[src/rtl/sat_pkg.sv]
package sat_pkg;

    typedef enum logic [1:0] {
        ST_IDLE   = 2'd0,
        ST_NULL   = 2'd1,
        ST_STREAM = 2'd2,
        ST_STOP   = 2'd3
    } sat_state_e;

    localparam int SLOT_BITS  = 32;
    localparam int FRAME_BITS = 2 * SLOT_BITS;
    localparam int WORD_W     = 32;

    // Left slot word built from the FIFO head.
    function automatic logic [31:0] left_slot(input logic f16, input logic [31:0] h0);
        return f16 ? {h0[31:16], 16'h0} : {h0[23:0], 8'h0};
    endfunction

    // Right slot word: low half of the head, or the second entry in wide mode.
    function automatic logic [31:0] right_slot(input logic f16, input logic [31:0] h0,
                                               input logic [31:0] h1);
        return f16 ? {h0[15:0], 16'h0} : {h1[23:0], 8'h0};
    endfunction

endpackage

[src/rtl/sat_fifo.sv]
module sat_fifo #(
    parameter  int WIDTH = 32,
    parameter  int DEPTH = 4,
    localparam int AW    = $clog2(DEPTH),
    localparam int CW    = $clog2(DEPTH + 1)
) (
    input  logic             clk,
    input  logic             rst_n,
    input  logic             flush,
    input  logic             wr_en,
    input  logic [WIDTH-1:0] wr_data,
    input  logic [1:0]       pop_n,
    output logic [WIDTH-1:0] head0,
    output logic [WIDTH-1:0] head1,
    output logic [CW-1:0]    level,
    output logic             full
);
    logic [WIDTH-1:0] mem [DEPTH];
    logic [AW-1:0]    rd_ptr, wr_ptr;

    always_ff @(posedge clk) begin
        if (wr_en) mem[wr_ptr] <= wr_data;
    end

    always_ff @(posedge clk or negedge rst_n) begin
        if (!rst_n) begin
            rd_ptr <= '0;
            wr_ptr <= '0;
            level  <= '0;
        end else if (flush) begin
            rd_ptr <= '0;
            wr_ptr <= '0;
            level  <= '0;
        end else begin
            if (wr_en) wr_ptr <= wr_ptr + AW'(1);
            rd_ptr <= rd_ptr + AW'(pop_n);
            level  <= level + CW'(wr_en) - CW'(pop_n);
        end
    end

    assign head0 = mem[rd_ptr];
    assign head1 = mem[rd_ptr + AW'(1)];
    assign full  = (level == CW'(DEPTH));
endmodule

[src/rtl/sat_req_arb.sv]
module sat_req_arb #(
    parameter  int NUM_PAIRS = 2,
    localparam int PW        = (NUM_PAIRS > 1) ? $clog2(NUM_PAIRS) : 1
) (
    input  logic                 enable,
    input  logic [PW-1:0]        pairs_m1,
    input  logic [NUM_PAIRS-1:0] full_v,
    output logic                 req,
    output logic [PW-1:0]        pair
);
    // Highest index first so the lowest non-full active pair wins.
    always_comb begin
        req  = 1'b0;
        pair = '0;
        for (int p = NUM_PAIRS - 1; p >= 0; p--) begin
            if (enable && (PW'(p) <= pairs_m1) && !full_v[p]) begin
                req  = 1'b1;
                pair = PW'(p);
            end
        end
    end
endmodule

[src/rtl/sat_frame_fsm.sv]
module sat_frame_fsm
    import sat_pkg::*;
#(
    parameter int BCLK_HALF = 1
) (
    input  logic       clk,
    input  logic       rst_n,
    input  logic       go,
    input  logic       ready0,
    output logic       running,
    output logic       feeding,
    output logic       idle,
    output logic       bclk,
    output logic       lrclk,
    output logic [4:0] slot_pos,
    output logic       start,
    output logic       load_data,
    output logic       load_null
);
    localparam int PHW  = (2 * BCLK_HALF > 2) ? $clog2(2 * BCLK_HALF) : 1;
    localparam int FPW  = $clog2(FRAME_BITS);

    sat_state_e     state, nxt;
    logic [PHW-1:0] ph;
    logic [FPW-1:0] fpos;
    logic           tick, boundary;

    assign tick     = (ph == PHW'(2 * BCLK_HALF - 1));
    assign boundary = (state != ST_IDLE) && tick && (fpos == FPW'(FRAME_BITS - 1));

    // State register
    always_ff @(posedge clk or negedge rst_n) begin
        if (!rst_n) state <= ST_IDLE;
        else        state <= nxt;
    end

    // Bit-phase and frame-position counters
    always_ff @(posedge clk or negedge rst_n) begin
        if (!rst_n) begin
            ph   <= '0;
            fpos <= '0;
        end else if (state == ST_IDLE) begin
            ph   <= '0;
            fpos <= '0;
        end else if (tick) begin
            ph   <= '0;
            fpos <= fpos + FPW'(1);
        end else begin
            ph   <= ph + PHW'(1);
        end
    end

    always_comb begin
        nxt = state;
        unique case (state)
            ST_IDLE:   if (go) nxt = ST_NULL;
            ST_NULL:   if (!go) nxt = boundary ? ST_IDLE : ST_STOP;
                       else if (boundary && ready0) nxt = ST_STREAM;
            ST_STREAM: if (!go) nxt = boundary ? ST_IDLE : ST_STOP;
            ST_STOP:   if (boundary) nxt = ST_IDLE;
        endcase
    end

    // Outputs
    always_comb begin
        idle      = (state == ST_IDLE);
        running   = !idle;
        feeding   = (state == ST_NULL) || (state == ST_STREAM);
        bclk      = running && (int'(ph) >= BCLK_HALF);
        lrclk     = running && fpos[FPW-1];
        slot_pos  = fpos[4:0];
        start     = idle && go;
        load_data = boundary && (nxt == ST_STREAM);
        load_null = start || (boundary && (nxt == ST_NULL));
    end
endmodule

[src/rtl/sat_serializer.sv]
module sat_serializer
    import sat_pkg::*;
#(
    parameter  int NUM_PAIRS  = 2,
    parameter  int FIFO_DEPTH = 4,
    parameter  int BCLK_HALF  = 1,
    localparam int PW         = (NUM_PAIRS > 1) ? $clog2(NUM_PAIRS) : 1
) (
    input  logic                 clk,
    input  logic                 rst_n,
    input  logic                 run,
    input  logic                 clk_gate,
    input  logic                 fmt16,
    input  logic [PW-1:0]        pairs_m1,
    output logic                 dma_req,
    output logic [PW-1:0]        dma_pair,
    input  logic                 dma_ack,
    input  logic [WORD_W-1:0]    dma_data,
    output logic                 bclk,
    output logic                 lrclk,
    output logic [NUM_PAIRS-1:0] sdata,
    output logic                 underrun
);
    localparam int CW = $clog2(FIFO_DEPTH + 1);

    logic                 running, feeding, idle, start, load_data, load_null;
    logic [4:0]           slot_pos, bidx;
    logic [NUM_PAIRS-1:0] ok_v, full_v, short_v;

    sat_frame_fsm #(.BCLK_HALF(BCLK_HALF)) u_fsm (
        .clk(clk), .rst_n(rst_n), .go(run && !clk_gate), .ready0(ok_v[0]),
        .running(running), .feeding(feeding), .idle(idle), .bclk(bclk),
        .lrclk(lrclk), .slot_pos(slot_pos), .start(start),
        .load_data(load_data), .load_null(load_null)
    );

    sat_req_arb #(.NUM_PAIRS(NUM_PAIRS)) u_arb (
        .enable(feeding), .pairs_m1(pairs_m1), .full_v(full_v),
        .req(dma_req), .pair(dma_pair)
    );

    // Slot bit p (1..31) carries word bit 32-p.
    assign bidx = ~(slot_pos - 5'd1);

    for (genvar p = 0; p < NUM_PAIRS; p++) begin : g_pair
        logic [WORD_W-1:0] h0, h1, lw, rw;
        logic [CW-1:0]     lvl;
        logic              act, wr;
        logic [1:0]        pop;

        assign act        = (PW'(p) <= pairs_m1);
        assign ok_v[p]    = fmt16 ? (lvl != '0) : (lvl >= CW'(2));
        assign wr         = dma_ack && dma_req && (dma_pair == PW'(p));
        assign pop        = (load_data && act && ok_v[p]) ? (fmt16 ? 2'd1 : 2'd2) : 2'd0;
        assign short_v[p] = load_data && act && !ok_v[p];

        sat_fifo #(.WIDTH(WORD_W), .DEPTH(FIFO_DEPTH)) u_fifo (
            .clk(clk), .rst_n(rst_n), .flush(idle), .wr_en(wr), .wr_data(dma_data),
            .pop_n(pop), .head0(h0), .head1(h1), .level(lvl), .full(full_v[p])
        );

        always_ff @(posedge clk or negedge rst_n) begin
            if (!rst_n) begin
                lw <= '0;
                rw <= '0;
            end else if (load_null || short_v[p]) begin
                lw <= '0;
                rw <= '0;
            end else if (load_data) begin
                lw <= left_slot(fmt16, h0);
                rw <= right_slot(fmt16, h0, h1);
            end
        end

        assign sdata[p] = running && act && (slot_pos != 5'd0) &&
                          (lrclk ? rw[bidx] : lw[bidx]);
    end

    always_ff @(posedge clk or negedge rst_n) begin
        if (!rst_n)        underrun <= 1'b0;
        else if (start)    underrun <= 1'b0;
        else if (|short_v) underrun <= 1'b1;
    end
endmodule

[config.mk]
export PLATFORM = sky130hd
export DESIGN_NAME = sat_serializer
export DESIGN_NICKNAME = d
export VERILOG_FILES = /design/src/rtl/sat_pkg.sv /design/src/rtl/sat_fifo.sv /design/src/rtl/sat_req_arb.sv /design/src/rtl/sat_frame_fsm.sv /design/src/rtl/sat_serializer.sv
export SDC_FILE = /design/constraint.sdc
export NUM_CORES = 1
export LEC_CHECK = 0
export ABC_AREA = 1
export BUFFER_PORTS_ARGS = -buffer_cell sky130_fd_sc_hd__buf_2
export CAP_MARGIN = 20
export CELL_PAD_IN_SITES_DETAIL_PLACEMENT = 0
export CELL_PAD_IN_SITES_GLOBAL_PLACEMENT = 1
export CORE_MARGIN = 2
export CORE_UTILIZATION = 40
export DETAILED_ROUTE_END_ITERATION = 8
export PLACE_DENSITY = 0.8
export REMOVE_ABC_BUFFERS = 1
export SYNTH_ARGS = -nofsm -noshare
export SYNTH_HDL_FRONTEND = slang
export SYNTH_HIERARCHICAL = 1
export SYNTH_SLANG_ARGS = --single-unit
[constraint.sdc]
create_clock -name clk -period 4.2 [get_ports clk]
set_input_delay 0.42 -clock clk [delete_from_list [all_inputs] [get_ports clk]]
set_output_delay 0.42 -clock clk [all_outputs]
set_load 0.02 [all_outputs]
==> impl_summary.txt, run 1 <==
----------------------------------------------------
[Routing]
  First-pass iteration count of the detailed router ... 5
  Number of routed nets with antenna violations ... 0
  Via count ... 14500
  WL/cell ... 18.8 µm
  DRC viols ... 0
  Number of violations reported at the end of detailed-routing iteration 0 ... 1412
  Via density per instance ... 5.26
  Total length of routed wires ... 51.6 mm

[Cells and area]
  Number of nets in the finished design ... 2167
  Syn-to-layout area delta ... 8.42%
  Commonest non-fill, non-tap cell in the layout ... sky130_fd_sc_hd__nand2_1
  Commonest cells after routing, fill and taps aside ... 608 x sky130_fd_sc_hd__nand2_1, 260 x sky130_fd_sc_hd__inv_1, 256 x sky130_fd_sc_hd__edfxtp_1, 125 x sky130_fd_sc_hd__o21ai_0, 115 x sky130_fd_sc_hd__dfrtp_1
  Share of post-route cells with drive strength above 1 ... 12.0%
  Non-filler cells, final ... 2753

[CTS]
  Hold buffers post-CTS ... 1
  Post-CTS setup buffer count ... 0
  Clk_lat worst skew ... 0.59 ns
  Clock sinks ... 376
  Count of H-tree levels built during CTS ... 2
  Number of buffers on the longest clock path ... 3
  CTS root buf ... sky130_fd_sc_hd__clkbuf_16
  Clock tree from TritonCTS ... built
  Clock slew seen by the registers of the worst setup and hold paths ... 0.06 ns
  Gates resized, CTS repair ... 0
  Number of clock buffers inserted by TritonCTS ... 41

[Critical path]
  Startpoint class of the critical path ... flip-flop
  Endpoint of the worst-slack reg-to-reg timing path ... g_pair[1].u_fifo/level[2]$_DFF_PN0_
  CP max stage cell ... sky130_fd_sc_hd__buf_4
  Arr. time, crit path ... 3.35 ns
  Critical path class ... flip-flop to output port
  R2r startpoint ... u_fsm/state[0]$_DFF_PN0_
  Combined buffer and inverter count along the critical path ... 5
  Cell breakdown of the critical path ... buf_4 -> inv_4 -> ha_1 -> inv_1 -> buf_4 -> nor2_1 -> nand2_1 -> nand3_1 -> nand3_1 -> nand3_1 -> nand3_1 -> a21oi_1 -> buf_2
  Required time of the critical path ... 3.78 ns
  Highest net fanout along the worst path ... 59
  Top Family by Delay on Critical Path ... buffers and inverters
  Worst reg2reg setup slack ... 0.53 ns
  Most frequent cell on the critical path ... sky130_fd_sc_hd__nand3_1
  Endpoint class of the critical path ... output port
  Logic depth of the worst register-to-register path ... 21
  Largest stage delay on the critical path ... 0.52 ns

[Hold path]
  Cells on Worst Hold Path ... 1
  Path type of the worst min-delay path ... input port to flip-flop
  End point of the most critical hold path ... g_pair[1].u_fifo/mem[1][27]$_DFFE_PP_
  Beginning of the worst hold path ... dma_data[27]

[STA]
  Minimum clock period after layout ... 3.77 ns
  Least-Margin Pin Slew ... 0.934 ns
  Clock Skews ... 0.0262 ns
  Number of max-slew violations in the final report ... 0
  Setup repair after global routing missed its margin ... false
  Slew Limit Headroom ... 37.6%
  Final number of hold-violating endpoints ... 0
  Final setup violating endpoints ... 0
  Fin worst setup slack ... 0.432 ns
  Max Fclk ... 265 MHz
  Portion of the clock cycle consumed by the worst path in the final layout ... 89.7%

[Placement]
  Placed cell count ... 2675
  Global placer's final weighted congestion ... 0.847
  Post-placement setup slack ... 0.606 ns
  Sum of net half-perimeters after detailed placement ... 32.8 mm
  Port Buffers ... 45

[Power and ir drop]
  Power density of the placed cells ... 498 mW/mm²
  Static Leakage ... 8.63 nW
  Peak ir drop on the vdd network ... 298 µV

[Floorplan]
  Initial standard-cell utilization of the core ... 40.7%
  # rows ... 80
  I/O pin count ... 46
  Die Outline Area ... 0.0506 mm²
  Core area ... 0.0479 mm²
  Chip width ... 225 µm
  Overall die height ... 225 µm

[Synthesis]
  Netlist area before placement ... 0.0195 mm²
  Total of warnings raised by yosys ... 6
  Synthesized area divided by synthesized cell count ... 9.20 µm²
  Synth Instances ... 2122

[Global route]
  Maximum number of pins on one net before global-route repair ... 117
  Via count of the first global-routing pass ... 14000
  Gr ovfl total ... 0
  Global routing usage summed across all routing layers ... 20.7%
  Wire length of the first global-routing pass ... 80.2 mm
  Number of antenna violations at the first check in global routing ... 2

[Status]
  Result of the run ... completed

[Flow run]
  Max-capacitance violation count ... 0

----------------------------------------------------
metrics by stage:
step / cell area [µm²] / util [%] / TNS, ns / total power (W) / hold slack [ns]
after floorplan: 18500 / - / -77.46 / 0.00605 / 0.124
after global placement: 19800 / 41.4 / 0 / 0.00698 / 0.500
after detailed placement: 19800 / 41.4 / 0 / 0.00702 / 0.503
after CTS: 21200 / 44.1 / 0 / 0.0106 / 0.0874
after global routing: 21200 / 44.1 / 0 / 0.0110 / 0.101
final: 21200 / 44.1 / 0 / 0.0105 / 0.106
per-layer routing:
layer / routed length (µm) / vias to the layer above / track usage [%]
li1: - / 7009 / -
met1: 23100 / 6956 / 28.4
met2: 24000 / 432 / 33.8
met3: 3180 / 88 / 3.57
met4: 1350 / 4 / 6.00
met5: 23 / - / 0
power by group:
part           switching (W)  leakage (nW)  internal, W  total, W
registers           0.000146          3.96      0.00435   0.00449
logic                0.00177          4.02     0.000705   0.00247
clock network        0.00152         0.648      0.00205   0.00357
total                0.00343          8.63      0.00710    0.0105
worst reg2reg max path: cells and delay by family, from the launching register on:
kind / cells / cell delay (ns)
simple gates: 9 / 1.05
compound gates: 2 / 0.33
buf+inv: 6 / 0.72
flops: 1 / 0.43
fa+ha+maj: 4 / 1.02
flip-flops by register name (all words and copies together), names as in the netlist, 2 cells and up:
signal / flops
g_pair.u_fifo/level: 6
g_pair.u_fifo/mem: 256
g_pair.rw: 48
g_pair.u_fifo/rd_ptr: 4
u_fsm/fpos: 6
g_pair.u_fifo/wr_ptr: 4
g_pair.lw: 48
u_fsm/state: 2
cell type report:
cell class / count / area, µm²
Tap cell: 615 / 769
Inverter: 274 / 1040
Clock inverter: 21 / 205
Clock buffer: 55 / 1110
Multi-Input combinational cell: 1328 / 6780
Fill cell: 4576 / 26800
Antenna cell: 1 / 2.50
Sequential cell: 376 / 10700
Timing Repair Buffer: 83 / 553
worst max path at each step:
stage / slack, ns / start / cells after the start / to
finish: 0.43 / u_fsm/fpos[0]$_DFFE_PN0N_ / 13 / sdata[1]
global route: 0.21 / u_fsm/fpos[0]$_DFFE_PN0N_ / 13 / sdata[1]
CTS: 0.37 / u_fsm/fpos[0]$_DFFE_PN0N_ / 13 / sdata[1]
detailed placement: 0.61 / u_fsm/state[0]$_DFF_PN0_ / 21 / g_pair[1].u_fifo/level[2]$_DFF_PN0_
global placement: 0.79 / u_fsm/state[0]$_DFF_PN0_ / 23 / g_pair[1].u_fifo/level[2]$_DFF_PN0_
floorplan: -1.0 / g_pair[1].u_fifo/rd_ptr[0]$_DFF_PN0_ / 8 / g_pair[1].rw[16]$_DFFE_PN0P_
Note: power is estimated with default switching activity, not from simulation.
==> inputs of run 2 (changes only) <==
Settings changed: BUFFER_PORTS_ARGS -buffer_cell sky130_fd_sc_hd__buf_2 to -buffer_cell sky130_fd_sc_hd__buf_4.
==> run 2 against run 1 <==
Against the previous run:
- fmax is 7.1% higher
- sequential cell count stayed put
- hold slack worse by 0.10 ns
- sequential power hardly changed
- count of clock-buffer cells in the layout is 4 lower
- non-clock buffer count is 5 higher
- utilization is 0.28 points higher
- global-route usage is 0.14 points lower
- register-to-register slack better by 0.24 ns
- first-iteration DRC count is 1.9% lower
- die area stayed put
- critical path type unchanged
- largest cell class unchanged
==> impl_summary.txt, run 2 (synthesis results as in run 1) <==
----------------------------------------------------
[Status]
  Result of the run ... completed

[Global route]
  Global routing usage summed across all routing layers ... 20.6% (-0.14 points)
  Wire length of the first global-routing pass ... 79.4 mm (-1.0%)
  Number of antenna violations at the first check in global routing ... 0 (-2)
  Gr ovfl total ... 0 (unchanged)
  Via count of the first global-routing pass ... 13800 (-1.6%)
  Maximum number of pins on one net before global-route repair ... 160 (+37%)

[STA]
  Number of max-slew violations in the final report ... 0 (unchanged)
  Least-Margin Pin Slew ... 1.04 ns (+0.107 ns)
  Minimum clock period after layout ... 3.52 ns (-0.249 ns)
  Slew Limit Headroom ... 30.6% (-7.0 points)
  Final setup violating endpoints ... 0 (unchanged)
  Final number of hold-violating endpoints ... 0 (unchanged)
  Summed negative setup slack over all endpoints ... 0 ns (unchanged)
  Fin worst setup slack ... 0.681 ns (+0.249 ns)
  Setup repair after global routing missed its margin ... false
  Clock Skews ... 0.0216 ns (-0.00457 ns)
  Max Fclk ... 284 MHz (+7.1%)
  Portion of the clock cycle consumed by the worst path in the final layout ... 83.8% (-5.9 points)

[Placement]
  Sum of net half-perimeters after detailed placement ... 33.8 mm (+3.0%)
  Port Buffers ... 45 (unchanged)
  Global placer's final weighted congestion ... 0.885 (+4.5%)
  Post-placement setup slack ... 0.772 ns (+0.167 ns)

[Floorplan]
  Initial standard-cell utilization of the core ... 40.7% (unchanged)
  # rows ... 80 (unchanged)
  Chip width ... 225 µm (unchanged)
  I/O pin count ... 46 (unchanged)
  Die Outline Area ... 0.0506 mm² (unchanged)
  Core area ... 0.0479 mm² (unchanged)
  Overall die height ... 225 µm (unchanged)

[Cells and area]
  Count of fill cells added during filler insertion ... 4504 (-1.6%)
  Share of post-route cells with drive strength above 1 ... 11.9% (-0.064 points)
  Syn-to-layout area delta ... 9.12%
  Number of nets in the finished design ... 2172 (+0.23%)
  Register with the most flip-flops ... g_pair.u_fifo/mem
  Commonest cells after routing, fill and taps aside ... 608 x sky130_fd_sc_hd__nand2_1, 260 x sky130_fd_sc_hd__inv_1, 256 x sky130_fd_sc_hd__edfxtp_1, 125 x sky130_fd_sc_hd__o21ai_0, 115 x sky130_fd_sc_hd__dfrtp_1
  Commonest non-fill, non-tap cell in the layout ... sky130_fd_sc_hd__nand2_1
  Number of flip-flops under the largest register name ... 256 (unchanged)
  Registers with the highest flip-flop counts ... g_pair.u_fifo/mem: 256 flops, g_pair.lw: 48 flops, g_pair.rw: 48 flops
  Core occupancy in the finished layout ... 44.4% (+0.28 points)
  Diode insertion count for antenna repair ... 0 (-1)

[Routing]
  Via count ... 14500 (-0.17%)
  WL/cell ... 18.6 µm (-1.0%)
  First-pass iteration count of the detailed router ... 6 (+1)
  Total length of routed wires ... 51.2 mm (-0.93%)
  Number of violations reported at the end of detailed-routing iteration 0 ... 1385 (-1.9%)
  DRC viols ... 0 (unchanged)
  Via density per instance ... 5.25 (-0.24%)
  Number of routed nets with antenna violations ... 0 (unchanged)

[CTS]
  CTS root buf ... sky130_fd_sc_hd__clkbuf_16
  Clk_lat worst skew ... 0.57 ns (-0.02 ns)
  Number of clock buffers inserted by TritonCTS ... 41 (unchanged)
  Clock slew seen by the registers of the worst setup and hold paths ... 0.06 ns (about the same)
  Clock tree from TritonCTS ... built
  Gates resized, CTS repair ... 0 (unchanged)
  Post-CTS setup buffer count ... 0 (unchanged)
  Count of H-tree levels built during CTS ... 2 (unchanged)
  Hold buffers post-CTS ... 0 (-1)
  Number of buffers on the longest clock path ... 3 (unchanged)
  Clock sinks ... 376 (unchanged)

[Critical path]
  Logic depth of the worst register-to-register path ... 18 (-14%)
  Endpoint of the worst-slack reg-to-reg timing path ... g_pair[0].rw[26]$_DFFE_PN0P_
  Startpoint class of the critical path ... flip-flop
  Arr. time, crit path ... 3.10 ns (-0.25 ns)
  Highest net fanout along the worst path ... 17 (-71%)
  Worst reg2reg setup slack ... 0.77 ns (+0.24 ns)
  Endpoint class of the critical path ... output port
  R2r startpoint ... u_fsm/state[1]$_DFF_PN0_
  Required time of the critical path ... 3.78 ns (about the same)
  Critical path class ... flip-flop to output port

[Flow run]
  Max-capacitance violation count ... 0 (unchanged)

[Hold path]
  Path type of the worst min-delay path ... input port to asynchronous set/reset pin

[Power and ir drop]
  Power density of the placed cells ... 494 mW/mm² (-0.77%)
  Static Leakage ... 8.66 nW (+0.39%)
  Peak ir drop on the vdd network ... 377 µV (+27%)

----------------------------------------------------
run 2: cell type report:
type | instances | area, µm² | share of cell area, %
clock buffer | 51 | 1090 | 5.14
clock inverter | 23 | 201 | 0.946
inverter | 274 | 1040 | 4.86
multi-input combinational | 1328 | 6780 | 31.8
sequential | 376 | 10700 | 50.3
tap | 615 | 769 | 3.61
timing repair buffer | 88 | 711 | 3.34
run 2: worst max-delay path, cell delays in order, from the launching register on:
cell	delay, ns
sky130_fd_sc_hd__dfrtp_1	0.43
sky130_fd_sc_hd__inv_1	0.07
sky130_fd_sc_hd__ha_1	0.28
sky130_fd_sc_hd__inv_1	0.45
sky130_fd_sc_hd__buf_4	0.30
sky130_fd_sc_hd__nand3_1	0.10
sky130_fd_sc_hd__nand3_1	0.09
sky130_fd_sc_hd__nand3_1	0.12
sky130_fd_sc_hd__nand3_1	0.10
sky130_fd_sc_hd__nand3_1	0.08
sky130_fd_sc_hd__a21oi_1	0.30
sky130_fd_sc_hd__buf_4	0.21
run 2: metal layers:
metal,wire (µm),vias to the layer above,part of all wire (%),track usage [%]
met5,0,-,0,0
met4,1630,0,3.2,7.41
met3,3110,102,6.1,3.78
met2,23400,384,46,32.6
met1,23000,6971,45,28.3
li1,-,7008,-,-
run 2: worst max path at each step:
stage / startpoint / end / slack, ns / cells after the start
2_1_floorplan: g_pair[1].u_fifo/rd_ptr[0]$_DFF_PN0_ / g_pair[1].rw[16]$_DFFE_PN0P_ / -1.0 / 8
3_3_place_gp: u_fsm/state[1]$_DFF_PN0_ / g_pair[0].rw[28]$_DFFE_PN0P_ / 0.89 / 18
3_5_place_dp: u_fsm/state[1]$_DFF_PN0_ / g_pair[0].rw[26]$_DFFE_PN0P_ / 0.77 / 18
4_1_cts: u_fsm/fpos[1]$_DFFE_PN0N_ / sdata[0] / 0.63 / 11
5_1_grt: u_fsm/state[0]$_DFF_PN0_ / g_pair[0].lw[27]$_DFFE_PN0P_ / 0.42 / 18
6_report: u_fsm/fpos[1]$_DFFE_PN0N_ / sdata[0] / 0.68 / 11
run 2: per-stage QoR:
| step | hold WS, ns | area (µm²) | std cells | total power [W] |
|---|---|---|---|---|
| 5_1_grt | 0.0732 | 21300 | 2755 | 0.0111 |
| 3_5_place_dp | 0.506 | 20000 | 2681 | 0.00705 |
| 6_report | 0.00597 | 21300 | 2755 | 0.0105 |
| 4_1_cts | 0.0257 | 21300 | 2755 | 0.0106 |
| 2_1_floorplan | 0.124 | 18500 | 1978 | 0.00605 |
| 3_3_place_gp | 0.499 | 20000 | 2681 | 0.00702 |
run 2: power breakdown:
group          leakage (nW)  switching [W]  internal, W
Combinational          4.09        0.00176     0.000739
Sequential             3.96       0.000148      0.00435
Clock                 0.617        0.00149      0.00203
Total                  8.66        0.00340      0.00712
